--- src/rtl/evcnt_pkg.sv ---
// Package: evcnt_pkg
// Shared constants and types of the multi-mode event counter. It fixes the
// bit positions of the configuration word and the per-byte wrap limits.
package evcnt_pkg;

    // Bit positions inside the configuration word
    localparam int CFG_BCD  = 0;
    localparam int CFG_ONCE = 1;
    localparam int CFG_DIVN = 2;
    localparam int CFG_TOD  = 3;
    localparam int CFG_PLO  = 4;
    localparam int CFG_PHI  = 5;
    localparam int CFG_W    = 6;

    // Upper limits of one byte for each number system
    localparam logic [7:0] LIM_BIN = 8'hFF;
    localparam logic [7:0] LIM_BCD = 8'h99;
    localparam logic [7:0] LIM_MS  = 8'h59;
    localparam logic [7:0] LIM_HR  = 8'h23;

    // Meaning of the two output pins
    typedef enum logic [1:0] {
        PM_PULSE_LOW  = 2'b00,
        PM_TOGGLES    = 2'b01,
        PM_PULSE_HIGH = 2'b10,
        PM_COMPARE    = 2'b11
    } pin_mode_t;

endpackage

--- src/rtl/evcnt_byte_step.sv ---
// Module: evcnt_byte_step
// Steps one byte of the count by one, up or down, between 0 and a given
// limit. It works either as a plain binary byte or as two BCD digits.
// When the byte wraps, ripple tells the next byte to step as well.
// Assumes: in decimal use the input holds two valid BCD digits not above lim.
module evcnt_byte_step (
    input  logic [7:0] din,
    input  logic       en,
    input  logic       up,
    input  logic       dec,
    input  logic [7:0] lim,
    output logic [7:0] dout,
    output logic       ripple
);

    // Next value and wrap indication for this byte
    always_comb begin
        dout   = din;
        ripple = 1'b0;
        if (en) begin
            if (up) begin
                if (din == lim) begin
                    dout   = 8'h00;
                    ripple = 1'b1;
                end else if (dec && (din[3:0] >= 4'd9)) begin
                    dout = {din[7:4] + 4'd1, 4'h0};
                end else begin
                    dout = din + 8'd1;
                end
            end else begin
                if (din == 8'h00) begin
                    dout   = lim;
                    ripple = 1'b1;
                end else if (dec && (din[3:0] == 4'd0)) begin
                    dout = {din[7:4] - 4'd1, 4'h9};
                end else begin
                    dout = din - 8'd1;
                end
            end
        end
    end

endmodule

--- src/rtl/evcnt_next.sv ---
// Module: evcnt_next
// Computes the count one step up or down in binary, BCD or time-of-day form.
// It chains one byte stepper per byte. wrap is high when the whole count
// wraps, i.e. a carry when counting up or a borrow when counting down.
// Assumes: time-of-day uses the top byte as hours, the others as min/sec.
module evcnt_next
    import evcnt_pkg::*;
#(
    parameter int NBYTES = 3
) (
    input  logic [8*NBYTES-1:0] cur,
    input  logic                up,
    input  logic                bcd,
    input  logic                tod,
    output logic [8*NBYTES-1:0] nxt,
    output logic                wrap
);

    logic [NBYTES:0] chain;
    logic            dec_mode;

    assign chain[0] = 1'b1;
    assign dec_mode = bcd | tod;

    for (genvar g = 0; g < NBYTES; g++) begin : g_byte
        logic [7:0] lim;
        // Limit of this byte for the selected number system
        assign lim = tod ? ((g == NBYTES - 1) ? LIM_HR : LIM_MS)
                         : (bcd ? LIM_BCD : LIM_BIN);

        evcnt_byte_step u_step (
            .din    (cur[8*g +: 8]),
            .en     (chain[g]),
            .up     (up),
            .dec    (dec_mode),
            .lim    (lim),
            .dout   (nxt[8*g +: 8]),
            .ripple (chain[g+1])
        );
    end

    assign wrap = chain[NBYTES];

endmodule

--- src/rtl/evcnt_pinmux.sv ---
// Module: evcnt_pinmux
// Chooses what the two output pins show, according to the pin mode field.
// It is purely combinational and works from registered flags.
module evcnt_pinmux
    import evcnt_pkg::*;
(
    input  pin_mode_t mode,
    input  logic      cy_pulse,
    input  logic      bw_pulse,
    input  logic      cy_tgl,
    input  logic      bw_tgl,
    input  logic      cmp_eq,
    input  logic      cmp_tgl,
    output logic      pin_a,
    output logic      pin_b
);

    // Pin pair selection
    always_comb begin
        unique case (mode)
            PM_PULSE_LOW:  begin pin_a = ~cy_pulse; pin_b = ~bw_pulse; end
            PM_TOGGLES:    begin pin_a = cy_tgl;    pin_b = bw_tgl;    end
            PM_PULSE_HIGH: begin pin_a = cy_pulse;  pin_b = bw_pulse;  end
            default:       begin pin_a = ~cmp_eq;   pin_b = cmp_tgl;   end
        endcase
    end

endmodule

--- src/rtl/evcnt_core.sv ---
// Module: evcnt_core
// Multi-mode event counter core. It holds the count, the preset, the
// capture latch, three toggle flags, a sign flag and the run state for
// one-shot mode. Count pulses come already decoded, one cycle each.
// Priority within one cycle: master reset, clear, load, count step.
// Assumes: cfg is stable while counting, and BCD or time-of-day modes
// are used only with count and preset values that are legal for them.
module evcnt_core
    import evcnt_pkg::*;
#(
    parameter int NBYTES = 3
) (
    input  logic                clk,
    input  logic                rst_n,
    input  logic                up_pulse,
    input  logic                dn_pulse,
    input  logic [5:0]          cfg,
    input  logic                cmd_master,
    input  logic                cmd_clear,
    input  logic                cmd_load,
    input  logic                cmd_latch,
    input  logic                cmd_cmp_clr,
    input  logic                preset_we,
    input  logic [8*NBYTES-1:0] preset_din,
    output logic [8*NBYTES-1:0] count_q,
    output logic [8*NBYTES-1:0] latch_q,
    output logic                carry_tgl,
    output logic                borrow_tgl,
    output logic                cmp_tgl,
    output logic                sign_q,
    output logic                pin_a,
    output logic                pin_b
);

    localparam int W = 8 * NBYTES;

    logic [W-1:0] count_r, latch_r, preset_r;
    logic [W-1:0] stepped, count_d;
    logic         cyt_r, bwt_r, cmt_r, sign_r, run_r, cyp_r, bwp_r;
    logic         wrap, step_en, wrap_up, wrap_dn, hit, kill, once;

    assign kill = ~rst_n | cmd_master;
    assign once = cfg[CFG_ONCE];

    evcnt_next #(.NBYTES(NBYTES)) u_next (
        .cur  (count_r),
        .up   (up_pulse),
        .bcd  (cfg[CFG_BCD]),
        .tod  (cfg[CFG_TOD]),
        .nxt  (stepped),
        .wrap (wrap)
    );

    // Step qualification: one direction only, no command, counter running
    assign step_en = ~cmd_master & ~cmd_clear & ~cmd_load
                   & (up_pulse ^ dn_pulse) & (run_r | ~once);
    assign wrap_up = step_en & wrap & up_pulse;
    assign wrap_dn = step_en & wrap & dn_pulse;
    assign count_d = (wrap & cfg[CFG_DIVN]) ? preset_r : stepped;
    assign hit     = step_en & (count_d == preset_r);

    // Count register
    always_ff @(posedge clk) begin
        if (kill || cmd_clear) count_r <= '0;
        else if (cmd_load)     count_r <= preset_r;
        else if (step_en)      count_r <= count_d;
    end

    // Preset register
    always_ff @(posedge clk) begin
        if (kill)           preset_r <= '1;
        else if (preset_we) preset_r <= preset_din;
    end

    // Capture latch
    always_ff @(posedge clk) begin
        if (kill)           latch_r <= '0;
        else if (cmd_latch) latch_r <= count_r;
    end

    // Carry and borrow toggles
    always_ff @(posedge clk) begin
        if (kill || cmd_clear) begin
            cyt_r <= 1'b0;
            bwt_r <= 1'b0;
        end else begin
            if (wrap_up) cyt_r <= ~cyt_r;
            if (wrap_dn) bwt_r <= ~bwt_r;
        end
    end

    // Sign flag
    always_ff @(posedge clk) begin
        if (kill || cmd_clear) sign_r <= 1'b1;
        else if (wrap_up)      sign_r <= 1'b1;
        else if (wrap_dn)      sign_r <= 1'b0;
    end

    // Compare toggle
    always_ff @(posedge clk) begin
        if (kill || cmd_cmp_clr) cmt_r <= 1'b0;
        else if (hit)            cmt_r <= ~cmt_r;
    end

    // Run state for one-shot operation
    always_ff @(posedge clk) begin
        if (kill || cmd_clear || cmd_load) run_r <= 1'b1;
        else if (step_en && wrap && once)  run_r <= 1'b0;
    end

    // One-cycle carry and borrow pulses, silent in one-shot mode
    always_ff @(posedge clk) begin
        if (kill) begin
            cyp_r <= 1'b0;
            bwp_r <= 1'b0;
        end else begin
            cyp_r <= wrap_up & ~once;
            bwp_r <= wrap_dn & ~once;
        end
    end

    evcnt_pinmux u_pins (
        .mode     (pin_mode_t'(cfg[CFG_PHI:CFG_PLO])),
        .cy_pulse (cyp_r),
        .bw_pulse (bwp_r),
        .cy_tgl   (cyt_r),
        .bw_tgl   (bwt_r),
        .cmp_eq   (count_r == preset_r),
        .cmp_tgl  (cmt_r),
        .pin_a    (pin_a),
        .pin_b    (pin_b)
    );

    assign count_q    = count_r;
    assign latch_q    = latch_r;
    assign carry_tgl  = cyt_r;
    assign borrow_tgl = bwt_r;
    assign cmp_tgl    = cmt_r;
    assign sign_q     = sign_r;

endmodule

--- config.mk ---
export PLATFORM = sky130hd
export DESIGN_NAME = evcnt_core
export DESIGN_NICKNAME = d
export VERILOG_FILES = /design/src/rtl/evcnt_pkg.sv /design/src/rtl/evcnt_byte_step.sv /design/src/rtl/evcnt_next.sv /design/src/rtl/evcnt_pinmux.sv /design/src/rtl/evcnt_core.sv
export SDC_FILE = /design/constraint.sdc
export NUM_CORES = 1
export LEC_CHECK = 0
export ABC_AREA = 1
export ABC_CLOCK_PERIOD_IN_PS = 3400
export CORE_MARGIN = 2
export CORE_UTILIZATION = 45
export CTS_CLUSTER_SIZE = 30
export DETAILED_ROUTE_END_ITERATION = 10
export DONT_BUFFER_PORTS = 1
export HOLD_SLACK_MARGIN = 0.15
export PLACE_DENSITY = 0.66
export SKIP_CTS_REPAIR_TIMING = 1
export SYNTH_ARGS = -nofsm -noshare
export SYNTH_HDL_FRONTEND = slang
export SYNTH_SLANG_ARGS = --single-unit
export TNS_END_PERCENT = 5
--- constraint.sdc ---
create_clock -name clk -period 3.4 [get_ports clk]
set_input_delay 0.68 -clock clk [delete_from_list [all_inputs] [get_ports clk]]
set_output_delay 0.68 -clock clk [all_outputs]
set_load 0.02 [all_outputs]
Yosys cells after proc, flatten, opt, wreduce, memory -nomap -nowiden. Cells that the tools add are included.

Bitwise logic cells: 26. Magnitude comparators: 3. Equality and inequality tests: 7. Multiplexer cells: 36. Add/sub/neg operators: 12. Reduce and logical (&&, ||, !) cells: 20.

Operators by type and width (count): 8-bit 2-to-1 mux (19); 24-bit 2-to-1 mux (3); 24-bit equality test (2); 8-bit by 1-bit adder with 8-bit output (second input constant) (3); 8-bit equality test (3); 8-bit zero test (3); 8-bit by 1-bit subtractor with 8-bit output (second input constant) (3); 4-bit by 1-bit adder with 4-bit output (second input constant) (3); 4-bit >= comparator (second input constant) (3); 4-bit zero test (3); 4-bit by 1-bit subtractor with 4-bit output (second input constant) (3); 1-bit AND (11); 1-bit 2-to-1 mux (11); 1-bit NOT (11); 1-bit logical AND (8); 7-bit 2-to-1 mux (1); 1-bit one-hot mux with 3 select lines (2); 1-bit logical OR (3); 1-bit OR (3); 2-bit by 1-bit equality test with 1-bit output (second input constant) (1); 2-bit equality test (second input constant) (1); 2-bit zero test (1); 2-bit nonzero test (1); 2-bit OR reduction (1); 1-bit bitwise XOR (1).

Register bits after elaboration: 79. Word-level logic and storage cells: 114.

Depth between registers and ports, before layout. Gate-level depths: netlist of the first run.

Depth after elaboration: 11. Mapped depth: 24.

Hierarchy. A second synthesis of the first run with hierarchy kept.

Cell total of the unflattened synthesis: 1094. Area, all modules: 6718.9 um^2.

By module, submodules not included: evcnt_core (times used 1, area each 3848.7 um^2, seq. area each 1581.5 um^2, cells an instance 526); evcnt_byte_step (u_next.g_byte[0].u_step ...) (times used 2, area each 925.9 um^2, seq. area each 0.0 um^2, cells an instance 181); evcnt_byte_step (u_next.g_byte[1].u_step) (times used 1, area each 924.6 um^2, seq. area each 0.0 um^2, cells an instance 185); evcnt_pinmux (times used 1, area each 71.3 um^2, seq. area each 0.0 um^2, cells an instance 15); evcnt_next (times used 1, area each 22.5 um^2, seq. area each 0.0 um^2, cells an instance 6).

Worst setup path after synthesis of the first run. Ideal clock, no wire load.

Path type: register -> register. Start point: register count_r[5], in the netlist count_q[5]. End point: register cmt_r, in the netlist cmp_tgl. Period minus slack after synthesis: 2.686 ns. Cell stages (with the launch flop): 23. Setup slack: 0.714 ns. Arrival: 2.571 ns. Data required time: 3.285 ns. Path through: dfxtp_1 -> clkbuf_1 -> inv_1 -> ha_1 -> inv_1 -> nor3_1 -> nand2_2 -> inv_2 -> nor2_2 -> inv_2 -> nand2_4 -> nor2_8 -> nand3_4 -> buf_2 -> nand3_1 -> nand3_1 -> nand2_1 -> nor2_1 -> nand2_1 -> nor2_2 -> nand3_1 -> nand2_1 -> nor2_1.

Word-level cells in the longest chain between the ends: 9. Elaborated cells between the ends (all ways): 22. Those cells by class: add/sub (4); eq/ne (2); mux (13); bitwise (2); reduce/logical (1).

RTL lines: start, declared (line evcnt_core.sv:37) `logic [W-1:0] count_r, latch_r, preset_r;`; start signal, assigned (line evcnt_core.sv:65) `else if (cmd_load) count_r <= preset_r;`; start signal, assigned (line evcnt_core.sv:66) `else if (step_en) count_r <= count_d;`; branches (longest 6 deep; another with 8-bit by 1-bit subtractor with 8-bit output); 24-bit 2-to-1 mux * (line evcnt_core.sv:59) `assign count_d = (wrap & cfg[CFG_DIVN]) ? preset_r : stepped;`; 24-bit equality test * (line evcnt_core.sv:60) `assign hit = step_en & (count_d == preset_r);`; 1-bit AND * (line evcnt_core.sv:60); end signal, assigned (line evcnt_core.sv:102) `else if (hit) cmt_r <= ~cmt_r;`; end, declared (line evcnt_core.sv:39) `logic cyt_r, bwt_r, cmt_r, sign_r, run_r, cyp_r, bwp_r;`.

Mark *: on every way between the ends. A chain may end at the register's enable or synchronous reset.

Worst setup path after layout of the first run.
Start point: register count_r[2], in the netlist count_q[2]. End point: output pin_a.

Word-level cells in the longest chain between the ends: 3.

RTL lines: 24-bit equality test (line evcnt_core.sv:128) `.cmp_eq (count_r == preset_r),`; 1-bit NOT (line evcnt_pinmux.sv:24) `default: begin pin_a = ~cmp_eq; pin_b = cmp_tgl; end`; 1-bit one-hot mux with 3 select lines (line evcnt_pinmux.sv:20) `unique case (mode)`; end, declared (line evcnt_core.sv:31) `output logic pin_a,`.

No other way between the ends.

==> impl_metrics.yaml, run 1 <==
layout:
  nets: 1059
  final_common_cell: "nand2_1"
  antenna_cells: 0
  drive_gt1_share_pct: 8.86
  stdcell_count: 1181
  fillers: 1457
  area_growth_pct: 9.02
  mostFrequentLayoutCells: "286 x nand2_1, 103 x nand3_1, 84 x nor2_1"
clocking:
  cts_buffers: 9
  h-tree-depth: 3
  path_clk_slew_ps: 70
  clk_latency_ps: 360
  cts_max_path_buffers: 2
  cts_sinks: 79
  cts_root_buffer: "clkbuf_16"
  tritoncts: "built"
setup_path:
  slowest_stage: "dfxtp_1"
  start_kind: "flop"
  arrival_ps: 2320
  crit_type: "flop to primary output"
  cp_num_buf_inv: 1
  critPathMaxFanout: 8
  cp-end-kind: "primary output"
  r2r_start: "count_q[0]$_SDFFE_PP0P_"
  r2r_slack_ps: 430
  critPathRequiredTime_ps: 2720
  cp_slowest_stage_delay_ps: 540
  crit_chain: "buf_4 > xor2_1 > nor4_1 > nand2_1 > nor2_1 > nand4_1 > a32o_1"
  reg2reg_to: "cmp_tgl$_SDFFE_PP0P_"
  cpLargestDelayFamily: "simple AND/OR/NAND/NOR gates"
  reg2regPathDepth: 22
placement:
  post-place-cells: 1164
  numPortBuffers: 0
  finalWeightedCongestion: 0.981
  dp.final_hpwl_um: 15300
timing:
  slew_headroom_pct: 43.6
  fmaxAchievable_mhz: 334
  worstMarginPinSlew_ps: 845
  fin_crit_sh_pct: 88.1
  slew_violations: 0
  skew_ps: 8.95
  setup-violations-final: 0
  hold_violations: 0
  rsz0062_at_grt: "false"
  fin_crit_ps: 3000
  fin_tns_setup_ps: 0
hold_path:
  whs_endpoint: "bwp_r$_SDFF_PP0_"
  min_path_type: "input port to flop"
  worstHoldStart: "cfg[1]"
  worstHoldPathCells: 1
power_and_ir_drop:
  irDropWorstVdd_uv: 285
  power.density_mw_per_mm2: 369
  p_leak_nw: 3.23
synth:
  syn-cell-area_mm2: 0.00610
  yosys.cell_types.count: 44
  synthFlopType: "dfxtp_1"
  synth_edf_count: 0
  ys_seq_area_share_pct: 25.9
  synth_top_cell_by_area: "dfxtp_1"
  ys_async_sr_fraction_pct: 0
  synth_nets: 1064
  postSynthAreaPerCell_um2: 6.07
  synth_top_area_share_pct: 25.9
  yosysWarnings: 0
  syn_inst: 1005
  synth_seq_cells: 79
  synth_area_leaders: "dfxtp_1 26%, nand2_1 18%, nand3_1 8.4%"
global_route:
  grt_pass1_wl_um: 31400
  grt-ovfl-total: 0
  antenna_found_initial: 0
  grt_pass1_vias: 5806
  grt_usage_pct: 27.6
  grt_max_degree: 49
drt:
  vias: 6605
  wl_per_cell_um: 16.7
  drt_iter0_drc: 768
  dr.pass1.iters: 7
  viasPerCell: 5.59
  drcViolationCount: 0
  wirelength_um: 19800
  final_antenna_net_count: 0
outcome:
  outcome: "finished clean"
floorplan:
  start_util_pct: 46.1
  dieArea_mm2: 0.0145
  dieHeight_um: 120
  num_rows: 42
  die_w_um: 120
  pin_count: 94
  core-area_mm2: 0.0132
job:
  maxCapViolCount: 0
per-stage QoR:
step	total power, mW	instance area (um2)	util (%)	hold WS (ps)	setup slack [ps]
after floorplan	1.40	6100	-	429	714
after global placement	1.52	6360	48.0	449	296
after detailed placement	1.52	6360	48.0	453	235
after CTS	2.46	6640	50.2	390	355
after global routing	2.57	6650	50.2	392	107
final	2.45	6650	50.2	397	405
synth_stat cells (3+ instances only):
library cell	number
nor3_1	6
dfxtp_1	79
nor2_1	84
a21oi_1	68
o21ai_0	82
buf_2	12
nor2_2	4
inv_1	79
nand3_1	103
clkbuf_1	35
inv_2	9
nand2_2	8
o211ai_1	13
nand2_1	286
ha_1	19
nand3b_1	3
xor2_1	28
buf_6	4
a31oi_1	24
nand4_1	18
nor4_1	5
or2_2	3
a221oi_1	3
state kept, by name, summed over array words and instances (netlist names):
register    cells
sign_q          1
borrow_tgl      1
count_q        24
cmp_tgl         1
carry_tgl       1
preset_r       24
run_r           1
bwp_r           1
cyp_r           1
latch_q        24
cells by family after synthesis:
kind of cell,after synthesis,synth area share (%)
flops,79,25.9
simple gates,529,37.7
compound gates,201,18.2
fa+ha+maj,19,3.90
xor+xnor,30,4.31
mux,1,0.164
buf+inv,146,9.89
cell type report:
cell class / count / area (um2) / area share (%)
Clock buffer: 10 / 239 / 3.59
Clock inverter: 6 / 42.5 / 0.640
Inverter: 91 / 344 / 5.17
Multi-Input combinational cell: 781 / 3930 / 59.0
Sequential cell: 79 / 1580 / 23.8
Tap cell: 176 / 220 / 3.31
Timing Repair Buffer: 38 / 298 / 4.48
where the power goes:
| part | total [mW] | switching, mW | internal, mW |
|---|---|---|---|
| registers | 1.01 | 0.0497 | 0.956 |
| logic | 0.507 | 0.340 | 0.167 |
| clock network | 0.941 | 0.424 | 0.517 |
| total | 2.45 | 0.814 | 1.64 |
how the worst max path moves through the flow:
stage,from,end,slack [ps],cells after the start
2_1_floorplan,count_q[5]$_SDFFE_PP0P_,cmp_tgl$_SDFFE_PP0P_,710,22
3_3_place_gp,cfg[0],cmp_tgl$_SDFFE_PP0P_,300,19
3_5_place_dp,cfg[0],cmp_tgl$_SDFFE_PP0P_,240,19
4_1_cts,count_q[0]$_SDFFE_PP0P_,cmp_tgl$_SDFFE_PP0P_,360,22
5_1_grt,count_q[0]$_SDFFE_PP0P_,cmp_tgl$_SDFFE_PP0P_,110,22
6_report,count_q[2]$_SDFFE_PP0P_,pin_a,400,7
per-layer routing:
metal	vias to the layer above	routed length, um	part of all wire [%]	global-route usage [%]
met1	2936	9280	47	40.9
met2	323	8340	42	40.4
met3	26	1860	9.4	5.80
met5	-	0	0	0
met4	0	294	1.5	6.98
li1	3320	-	-	-
Power figures use the tool's default switching activity.
==> inputs of run 2 (changes only) <==
--- a/config.mk
+++ b/config.mk
@@ -17,5 +17,6 @@
 export SKIP_CTS_REPAIR_TIMING = 1
 export SYNTH_ARGS = -nofsm -noshare
 export SYNTH_HDL_FRONTEND = slang
+export SYNTH_HIERARCHICAL = 1
 export SYNTH_SLANG_ARGS = --single-unit
 export TNS_END_PERCENT = 5
==> impl_metrics.yaml, run 2 <==
outcome:
  outcome: "finished clean"
synth:
  ys_async_sr_fraction_pct: 0
  synthFlopType: "dfxtp_1"
  syn_inst: 1094
  postSynthAreaPerCell_um2: 6.14
  syn-cell-area_mm2: 0.00672
  yosysWarnings: 6
  yosys.cell_types.count: 36
  synth_commonest_cells: "266 x nand2_1, 128 x inv_1, 120 x a21oi_1, 87 x o21ai_0, 84 x nand3_1"
  ys_seq_area_share_pct: 23.5
  synth_top_cell_by_area: "dfxtp_1"
  synth_top_area_share_pct: 23.5
  synth_seq_cells: 79
  synth.most_common_cell: "nand2_1"
  synth_area_leaders: "dfxtp_1 24%, nand2_1 15%, a21oi_1 8.9%"
  synth_edf_count: 0
layout:
  drive_gt1_share_pct: 11.9
  post-route-util_pct: 51.0
  fillers: 1566
  mostFrequentLayoutCells: "265 x nand2_1, 127 x inv_1, 120 x a21oi_1"
  final_common_cell: "nand2_1"
  area_growth_pct: 10.3
  stdcell_area_mm2: 0.00741
  nets: 1177
  antenna_cells: 0
drt:
  drcViolationCount: 0
  met2RoutedLength_um: 8690
  final_antenna_net_count: 0
  wl_per_cell_um: 15.7
  dr.pass1.iters: 7
  drt_iter0_drc: 718
  top_layer: "met4"
  vias: 7109
  wl_met3_um: 1570
  viasPerCell: 5.44
  wirelength_um: 20600
  met1_length_um: 10100
floorplan:
  core-area_mm2: 0.0145
  num_rows: 44
  start_util_pct: 46.2
  dieArea_mm2: 0.0159
  dieHeight_um: 126
  pin_count: 94
  die_w_um: 126
timing:
  setup-violations-final: 0
  slew_headroom_pct: 54.7
  fmaxAchievable_mhz: 324
  slew_violations: 0
  skew_ps: 6.15
  hold_violations: 0
  worstMarginPinSlew_ps: 678
  fin_crit_ps: 3090
  fin_crit_sh_pct: 90.8
  rsz0062_at_grt: "false"
clocking:
  cts_root_buffer: "clkbuf_16"
  cts_sinks: 79
  tritoncts: "built"
  path_clk_slew_ps: 60
  cts_max_path_buffers: 2
  h-tree-depth: 3
  cts_buffers: 9
  clk_latency_ps: 340
setup_path:
  critPathMaxFanout: 59
  crit_type: "flop to flop"
  start_kind: "flop"
  r2r_slack_ps: 310
  cp-end-kind: "flop"
  critPathRequiredTime_ps: 3680
  arrival_ps: 3360
placement:
  dp.final_hpwl_um: 15400
  place_area_mm2: 0.00706
  finalWeightedCongestion: 0.934
  numPortBuffers: 0
global_route:
  grt_pass1_vias: 6387
  grt-ovfl-total: 0
  grt_max_degree: 60
  grt_pass1_wl_um: 33100
  grt_usage_pct: 25.5
  antenna_found_initial: 0
power_and_ir_drop:
  p_leak_nw: 3.55
  power.density_mw_per_mm2: 356
  irDropWorstVdd_uv: 321
  finalPower_mw: 2.64
hold_path:
  min_path_type: "input port to flop"
job:
  maxCapViolCount: 0
## run 2: changes by cell type in the layout (fill, tap and decap cells not counted), sizes merged, moves of 10 or more
cell,before,now
conb,0,17
nor2,90,108
xnor2,2,12
a31oi,24,0
o221ai,0,24
o211ai,13,3
nand3b,3,18
nand2,296,282
inv,91,147
a21oi,69,123
o21ai,85,96
nand3,107,89
## run 2: routing by layer
layer	GRT usage (%)	vias up
li1	-	3611
met1	38.1	3226
met2	38.5	255
met3	3.95	17
met4	5.75	0
met5	0	-
## run 2: cell type report
class                           count  area (um2)  area share [%]
Sequential cell                    79        1580            21.3
Tap cell                          184         230            3.11
Multi-Input combinational cell    838        4400            59.3
Inverter                          149         559            7.55
Clock inverter                      6        85.1            1.15
Timing Repair Buffer               42         328            4.42
Clock buffer                       10         229            3.09
## run 2: where the power goes
| group | leakage, nW | total [mW] | switching (mW) | internal (mW) |
|---|---|---|---|---|
| clock | 0.148 | 1.02 | 0.381 | 0.640 |
| combinational | 2.75 | 0.610 | 0.400 | 0.210 |
| sequential | 0.645 | 1.01 | 0.0493 | 0.957 |
## run 2: worst max-delay path: stages (launching register included)
cell	delay, ps
dfxtp_1	310
inv_1	80
ha_1	320
nand2_2	160
inv_2	110
nand2_4	80
nand2_1	80
nand2_1	50
nor2_1	130
inv_1	100
nor3_4	220
nand2_1	120
nor2_4	150
nand2_4	70
buf_12	180
nand2_1	120
o21ai_0	130
nor2_1	120
nand2_1	90
nor2_2	120
nand3_1	80
nand2_1	60
inv_1	30
nor2_1	90
## run 2: final timing paths
check	startpoint	end	cells after the start
worst max-delay path	count_q[0]$_SDFFE_PP0P_	cmp_tgl$_SDFFE_PP0P_	23
worst min-delay path	cfg[1]	bwp_r$_SDFF_PP0_	1
worst max register to register	count_q[0]$_SDFFE_PP0P_	cmp_tgl$_SDFFE_PP0P_	23
worst min register to register	run_r$_SDFFE_PP1P_	run_r$_SDFFE_PP1P_	2
## run 2: cell families after synthesis
| family | after synthesis | synth area share [%] |
|---|---|---|
| XOR/XNOR | 33 | 4.30 |
| flip-flops | 79 | 23.5 |
| AO/OA/AOI/OAI | 247 | 20.1 |
| buffers and inverters | 193 | 12.3 |
| adder cells (fa/ha/maj) | 18 | 3.35 |
| other | 1 | 0.0558 |
| AND/OR/NAND/NOR | 523 | 36.3 |
## run 2: per-stage QoR
step                hold WS [ps]  setup slack (ps)  setup TNS (ps)  std cells
finish                       415               314               0       1308
global route                 409              19.8               0       1308
CTS                          408              83.2               0       1306
detailed placement           441              -187            -187       1290
global placement             444              -179            -179       1290
floorplan                    423               141               0       1110
